### src/rtl/lsu_pkg.sv
// Package: shared encodings and types for the doubleword load/store unit.
// Assumes a 32-bit instruction word; opcode and funct3 values are fixed
// by the instruction set and are not parameters.
package lsu_pkg;

    localparam logic [6:0] OPC_LOAD  = 7'b0000011;
    localparam logic [6:0] OPC_STORE = 7'b0100011;
    localparam logic [2:0] F3_DWORD  = 3'b011;
    localparam logic [2:0] F3_UWORD  = 3'b110;

    // Operation kinds after decode.
    typedef enum logic [1:0] {
        OP_NONE = 2'd0,
        OP_LDD  = 2'd1,
        OP_LDW  = 2'd2,
        OP_STD  = 2'd3
    } lsu_op_e;

    // Sequencer states.
    typedef enum logic [1:0] {
        ST_IDLE = 2'd0,
        ST_REQ  = 2'd1,
        ST_WAIT = 2'd2
    } lsu_state_e;

    // Decoded instruction fields.
    typedef struct packed {
        lsu_op_e     op;
        logic        illegal;
        logic [4:0]  rd;
        logic [11:0] offset;
    } lsu_dec_t;

endpackage

### src/rtl/lsu_decode.sv
// Module: lsu_decode
// Classifies a 32-bit instruction word into one of the three supported
// memory operations and extracts the destination index and the 12-bit
// offset (contiguous for loads, split across two fields for stores).
// Assumes: purely combinational; anything not recognised is illegal.
module lsu_decode
    import lsu_pkg::*;
(
    input  logic [31:0] instr,
    output lsu_dec_t    dec
);

    logic [6:0] opcode;
    logic [2:0] funct3;
    logic       unused_regidx;

    assign opcode        = instr[6:0];
    assign funct3        = instr[14:12];
    // Register index fields are resolved upstream; only values arrive here.
    assign unused_regidx = ^instr[24:15];

    // Decide the operation and pick the offset layout matching it.
    always_comb begin
        dec.op      = OP_NONE;
        dec.illegal = 1'b1;
        dec.rd      = instr[11:7];
        dec.offset  = instr[31:20];
        if (opcode == OPC_LOAD) begin
            if (funct3 == F3_DWORD) begin
                dec.op      = OP_LDD;
                dec.illegal = 1'b0;
            end else if (funct3 == F3_UWORD) begin
                dec.op      = OP_LDW;
                dec.illegal = 1'b0;
            end
        end else if (opcode == OPC_STORE) begin
            dec.offset = {instr[31:25], instr[11:7]};
            if (funct3 == F3_DWORD) begin
                dec.op      = OP_STD;
                dec.illegal = 1'b0;
            end
        end
    end

endmodule

### src/rtl/lsu_agen.sv
// Module: lsu_agen
// Forms the effective byte address from a base value and a sign-extended
// 12-bit offset, derives per-byte enables for the access width, and flags
// accesses that are not naturally aligned.
// Assumes: XLEN is 64; the word lane is chosen by address bit 2.
module lsu_agen
    import lsu_pkg::*;
#(
    parameter int XLEN = 64,
    parameter int OFF_W = 12
) (
    input  logic [XLEN-1:0]   base,
    input  logic [OFF_W-1:0]  offset,
    input  lsu_op_e           op,
    output logic [XLEN-1:0]   addr,
    output logic [XLEN/8-1:0] be,
    output logic              misaligned
);

    localparam int BE_W    = XLEN / 8;
    localparam int DW_LSB  = $clog2(BE_W);
    localparam int WORD_BE = 4;

    logic is_dword;
    logic is_word;

    assign is_dword = (op == OP_LDD) || (op == OP_STD);
    assign is_word  = (op == OP_LDW);

    // Base plus offset with the offset sign-extended to full width.
    always_comb begin
        addr = base + {{(XLEN-OFF_W){offset[OFF_W-1]}}, offset};
    end

    // Natural alignment check per access width.
    always_comb begin
        misaligned = 1'b0;
        if (is_dword && (addr[DW_LSB-1:0] != '0)) misaligned = 1'b1;
        if (is_word  && (addr[1:0] != 2'b00))     misaligned = 1'b1;
    end

    // One enable per byte lane: all for doublewords, one half for words.
    for (genvar g = 0; g < BE_W; g++) begin : g_lane
        localparam logic UPPER = ((g / WORD_BE) % 2) == 1;
        assign be[g] = is_dword || (is_word && (addr[2] == UPPER));
    end

endmodule

### src/rtl/lsu_ctrl.sv
// Module: lsu_ctrl
// Sequences one memory instruction at a time: takes a decoded command,
// raises a fault immediately or holds a request until granted, captures
// read data the cycle after the grant, and formats it for writeback.
// Assumes: memory presents read data exactly one cycle after mem_gnt,
// and mem_gnt is only raised while mem_req is high.
module lsu_ctrl
    import lsu_pkg::*;
#(
    parameter int XLEN = 64
) (
    input  logic              clk,
    input  logic              rst_n,
    input  logic              issue_valid,
    output logic              issue_ready,
    input  lsu_op_e           op,
    input  logic              illegal,
    input  logic              misaligned,
    input  logic [4:0]        rd,
    input  logic [XLEN-1:0]   addr,
    input  logic [XLEN/8-1:0] be,
    input  logic [XLEN-1:0]   wdata,
    output logic              mem_req,
    input  logic              mem_gnt,
    output logic              mem_we,
    output logic [XLEN-1:0]   mem_addr,
    output logic [XLEN/8-1:0] mem_be,
    output logic [XLEN-1:0]   mem_wdata,
    input  logic [XLEN-1:0]   mem_rdata,
    output logic              done,
    output logic              wb_valid,
    output logic [4:0]        wb_rd,
    output logic [XLEN-1:0]   wb_data,
    output logic              fault_misaligned,
    output logic              fault_illegal
);

    localparam int BE_W = XLEN / 8;
    localparam int W    = 32;

    lsu_state_e        state;
    logic              cmd_we;
    logic              cmd_word;
    logic [XLEN-1:0]   cmd_addr;
    logic [BE_W-1:0]   cmd_be;
    logic [XLEN-1:0]   cmd_wdata;
    logic [4:0]        cmd_rd;
    logic [XLEN-1:0]   load_fmt;
    logic              done_q;
    logic              wbv_q;
    logic              mis_q;
    logic              ill_q;
    logic              res_word_q;
    logic [XLEN-1:0]   wb_data_q;
    logic              take;

    assign issue_ready = (state == ST_IDLE);
    assign take        = issue_ready && issue_valid && !illegal && !misaligned;

    // Sequencer: idle -> request -> (wait for read data) -> idle.
    always_ff @(posedge clk) begin
        if (!rst_n) begin
            state <= ST_IDLE;
        end else begin
            case (state)
                ST_IDLE: if (take) state <= ST_REQ;
                ST_REQ:  if (mem_gnt) state <= cmd_we ? ST_IDLE : ST_WAIT;
                ST_WAIT: state <= ST_IDLE;
                default: state <= ST_IDLE;
            endcase
        end
    end

    // Command capture on acceptance; held steady for the whole access.
    always_ff @(posedge clk) begin
        if (!rst_n) begin
            cmd_we    <= 1'b0;
            cmd_word  <= 1'b0;
            cmd_addr  <= '0;
            cmd_be    <= '0;
            cmd_wdata <= '0;
            cmd_rd    <= '0;
        end else if (take) begin
            cmd_we    <= (op == OP_STD);
            cmd_word  <= (op == OP_LDW);
            cmd_addr  <= addr;
            cmd_be    <= be;
            cmd_wdata <= wdata;
            cmd_rd    <= rd;
        end
    end

    // Writeback formatting: full word, or chosen lane zero-extended.
    always_comb begin
        if (cmd_word) begin
            load_fmt = {{(XLEN-W){1'b0}},
                        (cmd_addr[2] ? mem_rdata[2*W-1:W] : mem_rdata[W-1:0])};
        end else begin
            load_fmt = mem_rdata;
        end
    end

    // Completion pulses and the load result register.
    always_ff @(posedge clk) begin
        if (!rst_n) begin
            done_q     <= 1'b0;
            wbv_q      <= 1'b0;
            mis_q      <= 1'b0;
            ill_q      <= 1'b0;
            res_word_q <= 1'b0;
            wb_data_q  <= '0;
        end else begin
            done_q <= 1'b0;
            wbv_q  <= 1'b0;
            mis_q  <= 1'b0;
            ill_q  <= 1'b0;
            case (state)
                ST_IDLE: begin
                    if (issue_valid && illegal) begin
                        done_q <= 1'b1;
                        ill_q  <= 1'b1;
                    end else if (issue_valid && misaligned) begin
                        done_q <= 1'b1;
                        mis_q  <= 1'b1;
                    end
                end
                ST_REQ: begin
                    if (mem_gnt && cmd_we) done_q <= 1'b1;
                end
                ST_WAIT: begin
                    done_q     <= 1'b1;
                    wbv_q      <= 1'b1;
                    res_word_q <= cmd_word;
                    wb_data_q  <= load_fmt;
                end
                default: ;
            endcase
        end
    end

    assign mem_req          = (state == ST_REQ);
    assign mem_we           = cmd_we;
    assign mem_addr         = cmd_addr;
    assign mem_be           = cmd_be;
    assign mem_wdata        = cmd_wdata;
    assign done             = done_q;
    assign wb_valid         = wbv_q;
    assign wb_rd            = cmd_rd;
    assign wb_data          = wb_data_q;
    assign fault_misaligned = mis_q;
    assign fault_illegal    = ill_q;

    // nothing is requested in the first cycle after reset.
    p_quiet_after_reset_r1: assert property (@(posedge clk)
        !rst_n |=> !mem_req && !done);

    // a pending request keeps every field steady until granted.
    p_hold_until_grant_r8: assert property (@(posedge clk) disable iff (!rst_n)
        mem_req && !mem_gnt |=> mem_req && $stable(mem_addr) && $stable(mem_be)
                                && $stable(mem_wdata) && $stable(mem_we));

    // every write enables all byte lanes.
    p_store_all_lanes_r4: assert property (@(posedge clk) disable iff (!rst_n)
        mem_req && mem_we |-> (mem_be == {BE_W{1'b1}}));

    // a request never carries a misaligned address for its width.
    p_request_aligned_r6: assert property (@(posedge clk) disable iff (!rst_n)
        mem_req |-> (mem_addr[1:0] == 2'b00)
                    && (!(&mem_be) || (mem_addr[2:0] == 3'b000)));

    // at most one outcome, and only together with done.
    p_single_outcome_r9: assert property (@(posedge clk) disable iff (!rst_n)
        $onehot0({wb_valid, fault_misaligned, fault_illegal})
        && ((wb_valid || fault_misaligned || fault_illegal) -> done));

    // a load result follows a grant of a read two edges earlier.
    p_result_after_read_r8: assert property (@(posedge clk) disable iff (!rst_n)
        mem_req && mem_gnt && !mem_we |=> !done ##1 (done && wb_valid));

    // word results have nothing above bit 31.
    p_word_zero_ext_r3: assert property (@(posedge clk) disable iff (!rst_n)
        wb_valid && res_word_q |-> (wb_data[XLEN-1:W] == '0));

    // done is only raised once the unit is free again.
    p_done_when_idle_r8: assert property (@(posedge clk) disable iff (!rst_n)
        done |-> issue_ready && !mem_req);

endmodule

### src/rtl/rv64_dw_lsu.sv
// Module: rv64_dw_lsu (top)
// Load/store unit for doubleword load, unsigned word load and doubleword
// store. Wires decode, address generation and the access sequencer.
// Assumes: one instruction in flight; memory answers reads one cycle
// after the grant.
module rv64_dw_lsu
    import lsu_pkg::*;
#(
    parameter int XLEN = 64
) (
    input  logic              clk,
    input  logic              rst_n,
    input  logic              issue_valid,
    output logic              issue_ready,
    input  logic [31:0]       issue_instr,
    input  logic [XLEN-1:0]   issue_base,
    input  logic [XLEN-1:0]   issue_data,
    output logic              mem_req,
    input  logic              mem_gnt,
    output logic              mem_we,
    output logic [XLEN-1:0]   mem_addr,
    output logic [XLEN/8-1:0] mem_be,
    output logic [XLEN-1:0]   mem_wdata,
    input  logic [XLEN-1:0]   mem_rdata,
    output logic              done,
    output logic              wb_valid,
    output logic [4:0]        wb_rd,
    output logic [XLEN-1:0]   wb_data,
    output logic              fault_misaligned,
    output logic              fault_illegal
);

    localparam int BE_W  = XLEN / 8;
    localparam int OFF_W = 12;

    lsu_dec_t        dec;
    logic [XLEN-1:0] ea;
    logic [BE_W-1:0] ea_be;
    logic            ea_mis;

    lsu_decode u_decode (
        .instr (issue_instr),
        .dec   (dec)
    );

    lsu_agen #(.XLEN(XLEN), .OFF_W(OFF_W)) u_agen (
        .base       (issue_base),
        .offset     (dec.offset),
        .op         (dec.op),
        .addr       (ea),
        .be         (ea_be),
        .misaligned (ea_mis)
    );

    lsu_ctrl #(.XLEN(XLEN)) u_ctrl (
        .clk              (clk),
        .rst_n            (rst_n),
        .issue_valid      (issue_valid),
        .issue_ready      (issue_ready),
        .op               (dec.op),
        .illegal          (dec.illegal),
        .misaligned       (ea_mis),
        .rd               (dec.rd),
        .addr             (ea),
        .be               (ea_be),
        .wdata            (issue_data),
        .mem_req          (mem_req),
        .mem_gnt          (mem_gnt),
        .mem_we           (mem_we),
        .mem_addr         (mem_addr),
        .mem_be           (mem_be),
        .mem_wdata        (mem_wdata),
        .mem_rdata        (mem_rdata),
        .done             (done),
        .wb_valid         (wb_valid),
        .wb_rd            (wb_rd),
        .wb_data          (wb_data),
        .fault_misaligned (fault_misaligned),
        .fault_illegal    (fault_illegal)
    );

endmodule

### config.mk
export PLATFORM = sky130hd
export DESIGN_NAME = rv64_dw_lsu
export DESIGN_NICKNAME = d
export VERILOG_FILES = /design/src/rtl/lsu_pkg.sv /design/src/rtl/lsu_decode.sv /design/src/rtl/lsu_agen.sv /design/src/rtl/lsu_ctrl.sv /design/src/rtl/rv64_dw_lsu.sv
export SDC_FILE = /design/constraint.sdc
export NUM_CORES = 1
export LEC_CHECK = 0
export ABC_AREA = 1
export BUFFER_PORTS_ARGS = -buffer_cell sky130_fd_sc_hd__buf_2
export CELL_PAD_IN_SITES_DETAIL_PLACEMENT = 1
export CELL_PAD_IN_SITES_GLOBAL_PLACEMENT = 1
export CORE_AREA = 4 4 214 268
export CTS_BUF_LIST = sky130_fd_sc_hd__clkbuf_4
export CTS_CLUSTER_SIZE = 16
export DETAILED_ROUTE_END_ITERATION = 10
export DIE_AREA = 0 0 218 272
export HOLD_SLACK_MARGIN = 0.1
export PLACE_DENSITY_LB_ADDON = 0.1
export SETUP_SLACK_MARGIN = 0.5
export SLEW_MARGIN = 5
export SYNTH_ARGS = -nofsm -noshare
export SYNTH_HDL_FRONTEND = slang
export SYNTH_SLANG_ARGS = --single-unit
### constraint.sdc
create_clock -name clk -period 4.1 [get_ports clk]
set_input_delay 0.82 -clock clk [delete_from_list [all_inputs] [get_ports clk]]
set_output_delay 0.82 -clock clk [all_outputs]
set_load 0.05 [all_outputs]
# Word-level counts from Yosys, hierarchy flattened

Cells that the tools add are included.

Equality and inequality tests: 11
Mux-type cells: 21
Reductions and logical operators: 21
Bitwise gates (word level): 3
Add/sub/neg operators: 1

Operators by type and width:

| cell                                                             | count |
|---|---|
| 64-bit adder                                                     | 1 |
| 64-bit two-way mux                                               | 1 |
| 32-bit two-way mux                                               | 1 |
| 3-bit two-way mux                                                | 5 |
| 1-bit logical AND                                                | 10 |
| 5-bit two-way mux                                                | 2 |
| 7-bit by 2-bit == test with 1-bit output (second input constant) | 1 |
| 7-bit by 6-bit == test with 1-bit output (second input constant) | 1 |
| 1-bit two-way mux                                                | 7 |
| 2-bit == test (second input constant)                            | 3 |
| 2-bit two-way mux                                                | 3 |
| 2-bit by 1-bit == test with 1-bit output (second input constant) | 2 |
| 2-bit case mux with 2 select lines                               | 1 |
| 2-bit AND reduction                                              | 2 |
| 3-bit by 2-bit == test with 1-bit output (second input constant) | 1 |
| 3-bit == test (second input constant)                            | 1 |
| 1-bit logical OR                                                 | 3 |
| 1-bit inverter                                                   | 3 |
| 1-bit case mux with 3 select lines                               | 1 |
| 3-bit nonzero test                                               | 1 |
| 3-bit OR reduction                                               | 1 |
| 1-bit logical NOT                                                | 2 |
| 2-bit logical NOT                                                | 1 |
| 2-bit by 1-bit != test with 1-bit output (second input constant) | 1 |
| 2 further kinds                                                  | 2 |

Word-level logic and storage cells: 69
Bits of input ports: 228
Register bits: 210
Output and inout bits: 212

# Logic depth before layout (Yosys ltp)

Gate-level depths: netlist of the first run.

Word-level depth: 13
Depth in mapped cells: 24
Gate-level depth less buffers: 24

# Hierarchy

Synthesis of the first run repeated with hierarchy kept, for this count alone.

Cells, all modules: 2,661
Area, all modules: 15,049.4 sq um

Modules (own cells, without submodules):

| module     | area an instance (sq um) | cells each | instances |
|---|---|---|---|
| lsu_ctrl   | 8,650.8                  | 1,298      | 1 |
| lsu_agen   | 6,105.9                  | 1,307      | 1 |
| lsu_decode | 292.8                    | 56         | 1 |

# Least setup slack after synthesis of the first run

OpenSTA, ideal clock, no wires.

Kind: input-to-reg
From: input port issue_instr[4]
To: register u_ctrl.cmd_addr[41] (netlist: u_ctrl.mem_addr[41])
Required time: 3.991 ns
Arrival time: 3.069 ns
Path slack: 0.923 ns
Stages: 18
Cell sequence: or2_4 -> nor3_4 -> nand2_1 -> nand2_1 -> ha_1 -> inv_1 -> fa_1 -> inv_1 -> nor2_1 -> inv_1 -> o21ai_0 -> nand2_1 -> nor2_1 -> buf_4 -> buf_6 -> nand3_1 -> nand2_1 -> inv_1

Longest elaborated chain between the ends: 10
Elaborated cells on any way between the ends: 21

Ends and longest elaborated chain:

| what                                                   | RTL line                       | RTL |
|---|---|---|
| from (decl)                                            | rv64_dw_lsu.sv:15              | `input logic [31:0] issue_instr,` |
| 7-bit by 6-bit == test with 1-bit output               | lsu_decode.sv:36               | `end else if (opcode == OPC_STORE) begin` |
| 5-bit two-way mux or 3-bit two-way mux (tied branches) | lsu_decode.sv:36               |  |
| 5-bit two-way mux or 3-bit two-way mux (tied branches) | lsu_decode.sv:28               | `if (opcode == OPC_LOAD) begin` |
| 64-bit adder (tied with other cells)                   | lsu_agen.sv:32                 | `addr = base + {{(XLEN-OFF_W){offset[OFF_W-1]}}, offset};` |
| 3-bit nonzero test or 1-bit logical OR (tied branches) | lsu_agen.sv:38, lsu_agen.sv:27 |  |
| 1-bit logical AND                                      | lsu_agen.sv:38                 | `if (is_dword && (addr[DW_LSB-1:0] != '0)) misaligned = 1'b1;` |
| 1-bit two-way mux                                      | lsu_agen.sv:38                 |  |
| 1-bit two-way mux                                      | lsu_agen.sv:39                 | `if (is_word && (addr[1:0] != 2'b00)) misaligned = 1'b1;` |
| 1-bit logical NOT                                      | lsu_ctrl.sv:58                 | `assign take = issue_ready && issue_valid && !illegal && !misaligned;` |
| 1-bit logical AND                                      | lsu_ctrl.sv:58                 |  |
| to (signal assigned)                                   | lsu_ctrl.sv:86                 | `cmd_addr <= addr;` |
| to (decl)                                              | lsu_ctrl.sv:44                 | `logic [XLEN-1:0] cmd_addr;` |

Several ways; a longest one is shown, not always the timed one.
A chain may end at the register's enable or synchronous reset.

# Final worst setup path of the first run

From: input port issue_instr[4]
To: register u_ctrl.cmd_addr[46] (netlist: u_ctrl.mem_addr[46])

Same word-level chain as after synthesis.

==> flow_metrics.env, run 1 <==
export IMPL_status="completed"
export IMPL_first_iter_violations=556
export IMPL_utilization_pct=31.5
export IMPL_pwr_share_clk_pct=38.9
export IMPL_drtAntennaViolNets=0
export IMPL_period_share_pct=78.8
export IMPL_io_pin_count=440
export IMPL_grt_ovfl_total=0
export IMPL_cp_arrival_ns=3.80
export IMPL_post_cts_buffers=0
export IMPL_crit_top_cell="nand2_1"
export IMPL_clock_latency_ns=0.68
export IMPL_reg2reg_to="u_ctrl.wb_data[28]"
export IMPL_tightest_slew_ns=1.04
export IMPL_start_util_pct=24.8
export IMPL_fin_crit_ns=3.23
export IMPL_h_tree_depth=2
export IMPL_via_per_inst=4.43
export IMPL_ir_drop_mv=0.135
export IMPL_syn_to_final_growth_pct=27.0
export IMPL_clock_skew_ns=0.0272
export IMPL_worstSetupEndpointType="flop"
export IMPL_path_clk_slew_ns=0.08
export IMPL_fin_area_mm2=0.0173
export IMPL_slew_limit_headroom_pct=30.8
export IMPL_die_h_um=272
export IMPL_holdWs_ns=0.350
export IMPL_p_seq_share_pct=40.0
export IMPL_switching_share_pct=32.3
export IMPL_syn_area_mm2=0.0136
export IMPL_leakage_nw=10.1
export IMPL_grt_pass1_wl_um=92400
export IMPL_totalWireLength_um=61300
export IMPL_switchingPower_mw=1.63
export IMPL_num_vias=15400
export IMPL_cts_buffer_depth=3
export IMPL_ys_seq_area_share_pct=30.5
export IMPL_syn_instance_count=2262
export IMPL_reg2reg_from="u_ctrl.cmd_word"
export IMPL_slew_violations=0
export IMPL_firstDrtPassIters=5
export IMPL_cts_tree="done"
export IMPL_port_buffers=434
export IMPL_syn_mean_instance_area_um2=6.01
export IMPL_ys_ff_latch=207
export IMPL_antenna_found_initial=7
export IMPL_drc=0
export IMPL_wire_per_inst_um=17.6
export IMPL_finalHoldViolCount=0
export IMPL_r2r_cells=6
export IMPL_fp_row_count=96
export IMPL_root_buffer="clkbuf_4"
export IMPL_gp_congestion=0.847
export IMPL_startpoint="issue_instr[4]"
export IMPL_cap_viol_max_count=0
export IMPL_path_max_fanout=7
export IMPL_power_density_mw_per_mm2=291
export IMPL_crit_end="u_ctrl.mem_addr[46]"
export IMPL_numCtsBuffers=58
export IMPL_most_common_layout_cells="nand2_1 (656), buf_2 (433), inv_1 (411), nor2_1 (295), dfxtp_1 (207)"
export IMPL_pwr_share_comb_pct=21.1
export IMPL_ys_types=38
export IMPL_path_depth=21
export IMPL_max_stage_delay_ns=0.41
export IMPL_setup_violations_final=0
export IMPL_syn_nets=2554
export IMPL_grt_pass1_vias=15900
export IMPL_grt_use_total_pct=19.8
export IMPL_yosys_warnings=0
export IMPL_r2r_slack_ns=1.76
export IMPL_crit_chain="buf_2 > or2_4 > nor3_4 > or2_2 > o21ai_0 > buf_4 > fa_1 > inv_1 > nand3_1 > nand2_1 > nand2_1 > nand2_1 > nand2_1 > nand2_1 > nand2_1 > nand2_1 > nand2_1 > nand3_1 > nand3_1 > nand2_1 > inv_1"
export IMPL_fin_total_pwr_mw=5.03
export IMPL_final_common_cell="nand2_1"
export IMPL_grt_max_degree=109
export IMPL_numClockSinks=207
export IMPL_critPathRequiredTime_ns=4.67
export IMPL_crit_family="simple AND/OR/NAND/NOR gates"
export IMPL_cts_hold_buf=0
export IMPL_place_area_mm2=0.0165
export IMPL_final_nets=2986
export IMPL_startpoint_type="input port"
export IMPL_critPathBufInv=4
export IMPL_dp_hpwl_um=50500
export IMPL_p_int_mw=3.41
export IMPL_dieArea_mm2=0.0593
export IMPL_fmax_mhz=310
export IMPL_die_x_um=218
export IMPL_cpMaxStageDelayCell="fa_1"
export IMPL_ctsResizeCount=0
export IMPL_coreArea_mm2=0.0548
export IMPL_path_class="input port to flop"
export IMPL_hold_class="input port to flop"
export IMPL_drive_above_1_share_pct=20.6
export IMPL_rsz0062_at_grt="no"
export IMPL_finalSetupTns_ns=0
==> worst register-to-register path: stages, from the launching register on <==
cell     delay [ns]
dfxtp_1        0.31
buf_4          0.37
nand2_1        0.72
buf_4          0.50
o21ai_0        0.21
a21oi_1        0.06
nor2_1         0.11
==> cells by family (layout without fill, tap and decap cells) <==
family / after synthesis / in the layout / share of synthesized area [%]
AOI/OAI and AO/OA: 344 / 344 / 14.1
DFF: 207 / 207 / 30.5
xor gates and xnor gates: 30 / 30 / 1.93
other: 0 / 1 / 0
adders and majority gates: 64 / 64 / 5.95
buffers and inverters: 495 / 973 / 14.5
and+or+nand+nor: 1122 / 1122 / 33.0
==> synthesized netlist by cell type (all sizes together) <==
cell | count | area share (%)
nand2 | 657 | 18
inv | 415 | 11
nor2 | 297 | 8.2
dfxtp | 207 | 30
o21ai | 168 | 6.2
nand3 | 128 | 4.8
a21oi | 94 | 3.5
ha | 63 | 5.8
clkbuf | 43 | 1.2
o21a | 39 | 2.2
buf | 37 | 1.8
o31ai | 27 | 1.5
xnor2 | 19 | 1.2
nor3 | 18 | 0.83
nand4 | 11 | 0.51
xor2 | 11 | 0.71
a31oi | 6 | 0.28
nor4 | 5 | 0.23
o211ai | 4 | 0.22
o21bai | 4 | 0.22
or2 | 4 | 0.20
a2bb2oi | 1 | 0.064
and2 | 1 | 0.046
and3 | 1 | 0.046
fa | 1 | 0.15
o211a | 1 | 0.074
==> metal layers <==
layer	track usage (%)	routed length [um]
met4	6.14	1840
met1	23.0	25300
met3	3.70	3370
met5	0	38
met2	36.5	30700
==> power by group through the flow <==
stage                     registers [mW]  clock network, mW  logic [mW]
final                               2.01               1.96        1.06
after CTS                           2.01               2.06        1.08
after floorplan                     2.07                  0       0.644
after global routing                2.01               2.17        1.21
after global placement              2.06                  0        1.07
after detailed placement            2.06                  0        1.08
==> registers in the layout, indices dropped and copies added (netlist names), 2 cells and up <==
| register | flops |
|---|---|
| u_ctrl.mem_addr | 64 |
| u_ctrl.mem_be | 2 |
| u_ctrl.mem_wdata | 64 |
| u_ctrl.state | 2 |
| u_ctrl.wb_data | 64 |
| u_ctrl.wb_rd | 5 |
==> how the worst min path moves through the flow <==
stage	from	to	slack, ns	depth (start not counted)
after floorplan	u_ctrl.state[1]	u_ctrl.state[1]	0.44	1
final	mem_rdata[14]	u_ctrl.wb_data[14]	0.35	3
after global placement	u_ctrl.mem_addr[1]	u_ctrl.mem_addr[1]	0.44	2
after CTS	issue_instr[9]	u_ctrl.wb_rd[2]	0.24	3
after global routing	issue_data[51]	u_ctrl.mem_wdata[51]	0.27	3
after detailed placement	u_ctrl.mem_addr[1]	u_ctrl.mem_addr[1]	0.45	2
==> metrics by stage <==
stage,setup slack (ns),std cells
after floorplan,0.923,2262
after global placement,0.191,3369
after detailed placement,0.158,3369
after CTS,0.901,3475
after global routing,0.630,3476
final,0.871,3476
==> layout make-up <==
class	count	area [um2]
fill	7316	37500
timing repair buffer	452	2380
tap	735	920
clock inverter	12	58.8
antenna	1	2.50
inverter	415	1560
sequential	207	4140
clock buffer	94	706
multi-input combinational	1560	7500
(Power assumes the default switching activity.)
==> inputs of run 2 (changes only) <==
clock period = 3.1 ns   (was 4.1 ns; I/O delays follow)
==> run 2 against run 1 <==
Against the previous run: global-route usage increased by 1.3 points; non-clock buffer count rose by 224; clock power is 30% higher; clock skew rose by 0.051 ns; final cell count is 6.5% higher; clock-buffer cell count down 4; flip-flop and latch count stayed put; combinational power up 63%; critical path depth stayed put; critical path type unchanged.
==> flow_metrics.env, run 2 (synthesis gave the netlist of run 1 again) <==
export IMPL_syn_to_final_growth_pct=46.2
export IMPL_critPathRequiredTime_ns=3.75
export IMPL_fp_row_count=96
export IMPL_grt_pass1_vias=17200
export IMPL_grt_max_degree=71
export IMPL_drtAntennaViolNets=0
export IMPL_firstDrtPassIters=4
export IMPL_fin_ws_ns=0.571
export IMPL_hold_class="input port to flop"
export IMPL_finalHoldViolCount=0
export IMPL_tightest_slew_ns=0.754
export IMPL_worstSetupEndpointType="flop"
export IMPL_numCtsBuffers=58
export IMPL_power_density_mw_per_mm2=349
export IMPL_status="completed"
export IMPL_r2r_cells=6
export IMPL_grt_ovfl_total=0
export IMPL_place_ws_ns=-0.343
export IMPL_coreArea_mm2=0.0548
export IMPL_slew_limit_headroom_pct=49.7
export IMPL_drc=0
export IMPL_port_buffers=434
export IMPL_start_util_pct=24.8
export IMPL_cap_viol_max_count=0
export IMPL_totalWireLength_um=66500
export IMPL_grt_use_total_pct=21.2
export IMPL_period_share_pct=81.6
export IMPL_slew_violations=0
export IMPL_clock_latency_ns=0.77
export IMPL_fmax_mhz=395
export IMPL_clock_skew_ns=0.0786
export IMPL_fin_area_mm2=0.0199
export IMPL_final_common_cell="nand2_1"
export IMPL_whs_path_depth=3
export IMPL_place_area_mm2=0.0172
export IMPL_antenna_found_initial=3
export IMPL_gp_congestion=0.862
export IMPL_wire_per_inst_um=18.0
export IMPL_die_h_um=272
export IMPL_rsz0062_at_grt="yes"
export IMPL_dieArea_mm2=0.0593
export IMPL_ir_drop_mv=0.171
export IMPL_drive_above_1_share_pct=24.7
export IMPL_num_vias=16400
export IMPL_numClockSinks=207
export IMPL_setup_violations_final=0
export IMPL_dp_hpwl_um=52200
export IMPL_leakage_nw=11.3
export IMPL_path_clk_slew_ns=0.07
export IMPL_via_per_inst=4.42
export IMPL_grt_pass1_wl_um=98400
export IMPL_fin_crit_ns=2.53
export IMPL_first_iter_violations=625
export IMPL_io_pin_count=440
export IMPL_cts_buffer_depth=3
export IMPL_die_x_um=218
export IMPL_h_tree_depth=2
export IMPL_cp_arrival_ns=3.18
export IMPL_path_max_fanout=7
export IMPL_final_nets=3211
export IMPL_most_common_layout_cells="nand2_1 (628), buf_2 (431), inv_1 (405), nor2_1 (290), dfxtp_1 (207)"
export IMPL_cts_tree="done"
export IMPL_startpoint_type="input port"
export IMPL_root_buffer="clkbuf_4"
export IMPL_path_class="input port to flop"
[run 2: per-layer routing]
| metal | GRT usage (%) | vias to the layer above | wire length [um] | part of all wire [%] |
|---|---|---|---|---|
| li1 | - | 8342 | - | - |
| met1 | 23.6 | 7555 | 26400 | 40 |
| met2 | 39.8 | 370 | 34500 | 52 |
| met3 | 3.95 | 104 | 3430 | 5.2 |
| met4 | 7.34 | 2 | 2170 | 3.3 |
| met5 | 0 | - | 10 | 0.015 |
[run 2: what timing repair did]
action | 4_1_cts | 5_1_grt
pin swaps | 0 | 23
setup endpoints to repair | 5 | 134
resized for setup | 3 | 110
hold buffers | 130 | 0
buffers inserted | 0 | 12
endpoints found under the hold margin | 131 | 0
cloned | 0 | 9
[run 2: stage by stage]
| stage | setup TNS [ns] | instances | util, % | hold WS [ns] | power (mW) |
|---|---|---|---|---|---|
| CTS | 0 | 3677 | 35.1 | 0.103 | 7.03 |
| finish | 0 | 3702 | 36.3 | 0.175 | 6.94 |
| global placement | -18.73 | 3443 | 31.3 | 0.448 | 4.25 |
| floorplan | 0 | 2262 | - | 0.443 | 3.59 |
| detailed placement | -25.10 | 3443 | 31.3 | 0.462 | 4.26 |
| global route | 0 | 3700 | 36.3 | 0.129 | 7.43 |
[run 2: cell type report]
class / count / area (um2)
clock buffers: 90 / 676
repair buffers: 676 / 4650
flip-flops and latches: 207 / 4140
clock inverters: 14 / 66.3
fillers: 7240 / 34900
diodes: 4 / 10.0
inverters: 415 / 1580
repair inverters: 1 / 8.76
multi-input cells: 1560 / 7830
well taps: 735 / 920
[run 2: report_power, final]
group | leakage [nW] | internal [mW] | switching [mW] | total (mW)
Combinational | 9.14 | 0.696 | 1.03 | 1.73
Clock | 0.448 | 1.32 | 1.23 | 2.55
Sequential | 1.67 | 2.66 | 0.00123 | 2.66
[run 2: path summary, 6_finish.rpt]
| check | end | slack (ns) | startpoint |
|---|---|---|---|
| setup / recovery | u_ctrl.mem_wdata[3] | 0.57 | issue_instr[4] |
| hold / removal | u_ctrl.wb_data[44] | 0.17 | mem_rdata[44] |
| hold reg to reg | u_ctrl.mem_addr[0] | 0.46 | u_ctrl.mem_addr[0] |
| setup reg to reg | u_ctrl.wb_data[3] | 1.06 | u_ctrl.cmd_word |
[run 2: worst max-delay path, stage by stage]
cell	delay, ns
buf_6	0.09
or2_4	0.25
nor3_4	0.19
buf_6	0.15
inv_6	0.04
nand2_2	0.06
nand2_2	0.05
ha_4	0.16
inv_4	0.05
fa_2	0.41
inv_2	0.08
nor2_4	0.04
nand2_2	0.06
inv_2	0.05
nand3_4	0.11
clkinv_8	0.11
buf_12	0.16
buf_12	0.13
clkbuf_16	0.15
o21ai_1	0.13
nor2_1	0.06
==> inputs of run 3 (changes only) <==
clock period = 2.3 ns   (was 3.1 ns; I/O delays follow)
==> run 3 against run 2 <==
Against the previous run: the run now ends with setup timing left; clock skew shrank 0.023 ns; first-iteration DRC count grew 5.8%; sequential power grew 34%; register-to-register slack lost 0.60 ns; via count grew 8.0%; hold slack gained 0.023 ns; setup slack lost 0.70 ns; highest routed layer unchanged; non-clock buffer count grew 210; critical path depth shrank 1; sequential share of layout area shrank 2.8 points; clock-buffer cell count shrank 9; routed wire length grew 14%.
==> flow_metrics.env, run 3 (synthesis gave the netlist of run 1 again) <==
export IMPL_syn_to_final_growth_pct=74.9
export IMPL_tightest_slew_ns=0.602
export IMPL_coreArea_mm2=0.0548
export IMPL_critPathRequiredTime_ns=2.99
export IMPL_slew_violations=0
export IMPL_fin_total_pwr_mw=9.64
export IMPL_slew_limit_headroom_pct=59.8
export IMPL_firstDrtPassIters=5
export IMPL_hold_class="input port to flop"
export IMPL_grt_ovfl_total=0
export IMPL_startpoint_type="input port"
export IMPL_final_common_cell="nand2_1"
export IMPL_first_iter_violations=661
export IMPL_h_tree_depth=2
export IMPL_via_per_inst=4.53
export IMPL_path_class="input port to flop"
export IMPL_cts_tree="done"
export IMPL_drtAntennaViolNets=0
export IMPL_antenna_found_initial=6
export IMPL_path_clk_slew_ns=0.08
export IMPL_r2r_slack_ns=0.46
export IMPL_totalWireLength_um=75600
export IMPL_grt_busiest_layer="met2"
export IMPL_power_density_mw_per_mm2=405
export IMPL_wire_per_inst_um=19.4
export IMPL_io_pin_count=440
export IMPL_fp_row_count=96
export IMPL_die_h_um=272
export IMPL_cp_arrival_ns=3.12
export IMPL_clock_latency_ns=0.80
export IMPL_die_x_um=218
export IMPL_violations="setup timing"
export IMPL_finalHoldViolCount=0
export IMPL_fin_crit_ns=2.43
export IMPL_place_ws_ns=-0.931
export IMPL_path_max_fanout=12
export IMPL_cts_buffer_depth=3
export IMPL_rsz0062_at_grt="yes"
export IMPL_globalRouteMet3Util_pct=4.47
export IMPL_dieArea_mm2=0.0593
export IMPL_place_area_mm2=0.0183
export IMPL_ir_drop_mv=0.258
export IMPL_dp_cells=3584
export IMPL_setup_violations_final=121
export IMPL_nFillCells=7035
export IMPL_finalSetupTns_ns=-8.16
export IMPL_clock_skew_ns=0.0559
export IMPL_gr_usage_met1_pct=26.3
export IMPL_fmax_mhz=412
export IMPL_drc=0
export IMPL_grt_use_total_pct=24.0
export IMPL_numClockSinks=207
export IMPL_grtUsageMet2_pct=45.9
export IMPL_fin_area_mm2=0.0238
export IMPL_num_vias=17700
export IMPL_grt_pass1_vias=18700
export IMPL_fin_ws_ns=-0.130
export IMPL_numCtsBuffers=58
export IMPL_most_common_layout_cells="nand2_1 (620), inv_1 (400), buf_2 (346), buf_4 (243), nor2_1 (230)"
export IMPL_grt_pass1_wl_um=111000
export IMPL_start_util_pct=24.8
export IMPL_worstSetupEndpointType="flop"
export IMPL_dp_hpwl_um=54300
export IMPL_leakage_nw=12.6
export IMPL_grt_max_degree=81
export IMPL_final_nets=3421
export IMPL_stdcell_count=3899
export IMPL_drive_above_1_share_pct=36.1
export IMPL_port_buffers=434
export IMPL_period_share_pct=106
export IMPL_gp_congestion=0.849
export IMPL_root_buffer="clkbuf_4"
export IMPL_status="finished, violations left"
export IMPL_cap_viol_max_count=0
[run 3: changes by cell type in the layout (fill, tap and decap cells not counted), sizes merged, moves of 7 or more]
cell and delta:
buf +203, clkbuf -12, dlygate4sd3 +10, clkinv -7
[run 3: final timing paths]
check / start / to / depth (start not counted)
max reg2reg: u_ctrl.state[0] / u_ctrl.mem_wdata[37] / 10
min: issue_base[6] / u_ctrl.mem_addr[6] / 4
max: issue_instr[3] / u_ctrl.mem_wdata[37] / 20
min reg2reg: u_ctrl.mem_addr[0] / u_ctrl.mem_addr[0] / 2
[run 3: what timing repair did]
item | 4_1_cts | 5_1_grt
cloned | 22 | 4
buffers inserted | 28 | 26
gates resized for setup | 399 | 448
pin swaps | 95 | 41
endpoints found under the hold margin | 153 | 0
endpoints found under the setup margin | 352 | 352
hold buffers | 140 | 0
[run 3: layer usage]
metal / wire [um] / up-vias
met5: 21 / -
met4: 2420 / 4
met3: 3580 / 136
met2: 39900 / 406
met1: 29600 / 8365
li1: - / 8764
[run 3: metrics by stage]
step	hold slack [ns]	util, %
after CTS	0.103	40.8
after floorplan	0.443	-
final	0.198	43.4
after global routing	0.182	43.4
after global placement	0.444	33.3
after detailed placement	0.451	33.3
[run 3: cell type report]
class	instances	area (um2)	share of cell area [%]
clock inverter	9	42.5	0.179
multi-input combinational	1560	8590	36.1
clock buffer	81	608	2.56
inverter	415	1570	6.60
tap	735	920	3.87
sequential	207	4300	18.1
antenna	5	12.5	0.0526
timing repair buffer	886	7710	32.4
timing repair inverter	1	30.0	0.126
[run 3: worst max-delay path, stage by stage]
cell and delay [ns]:
buf_6 0.10, nor2_4 0.11, nand3_4 0.09, nor3_4 0.26, nand2_1 0.08, nand2_1 0.08, ha_2 0.18, inv_2 0.04
fa_2 0.52, inv_2 0.04, nor2_4 0.11, nand2_2 0.08, inv_2 0.08, nand3_4 0.10, buf_12 0.15, inv_8 0.07
buf_12 0.16, buf_12 0.17, o21ai_2 0.07, nor2_1 0.14
[run 3: power breakdown]
group | internal, mW | switching (mW) | total, mW
clock network | 1.59 | 1.74 | 3.32
logic | 1.20 | 1.56 | 2.76
registers | 3.55 | 0.00235 | 3.56
total | 6.35 | 3.30 | 9.64
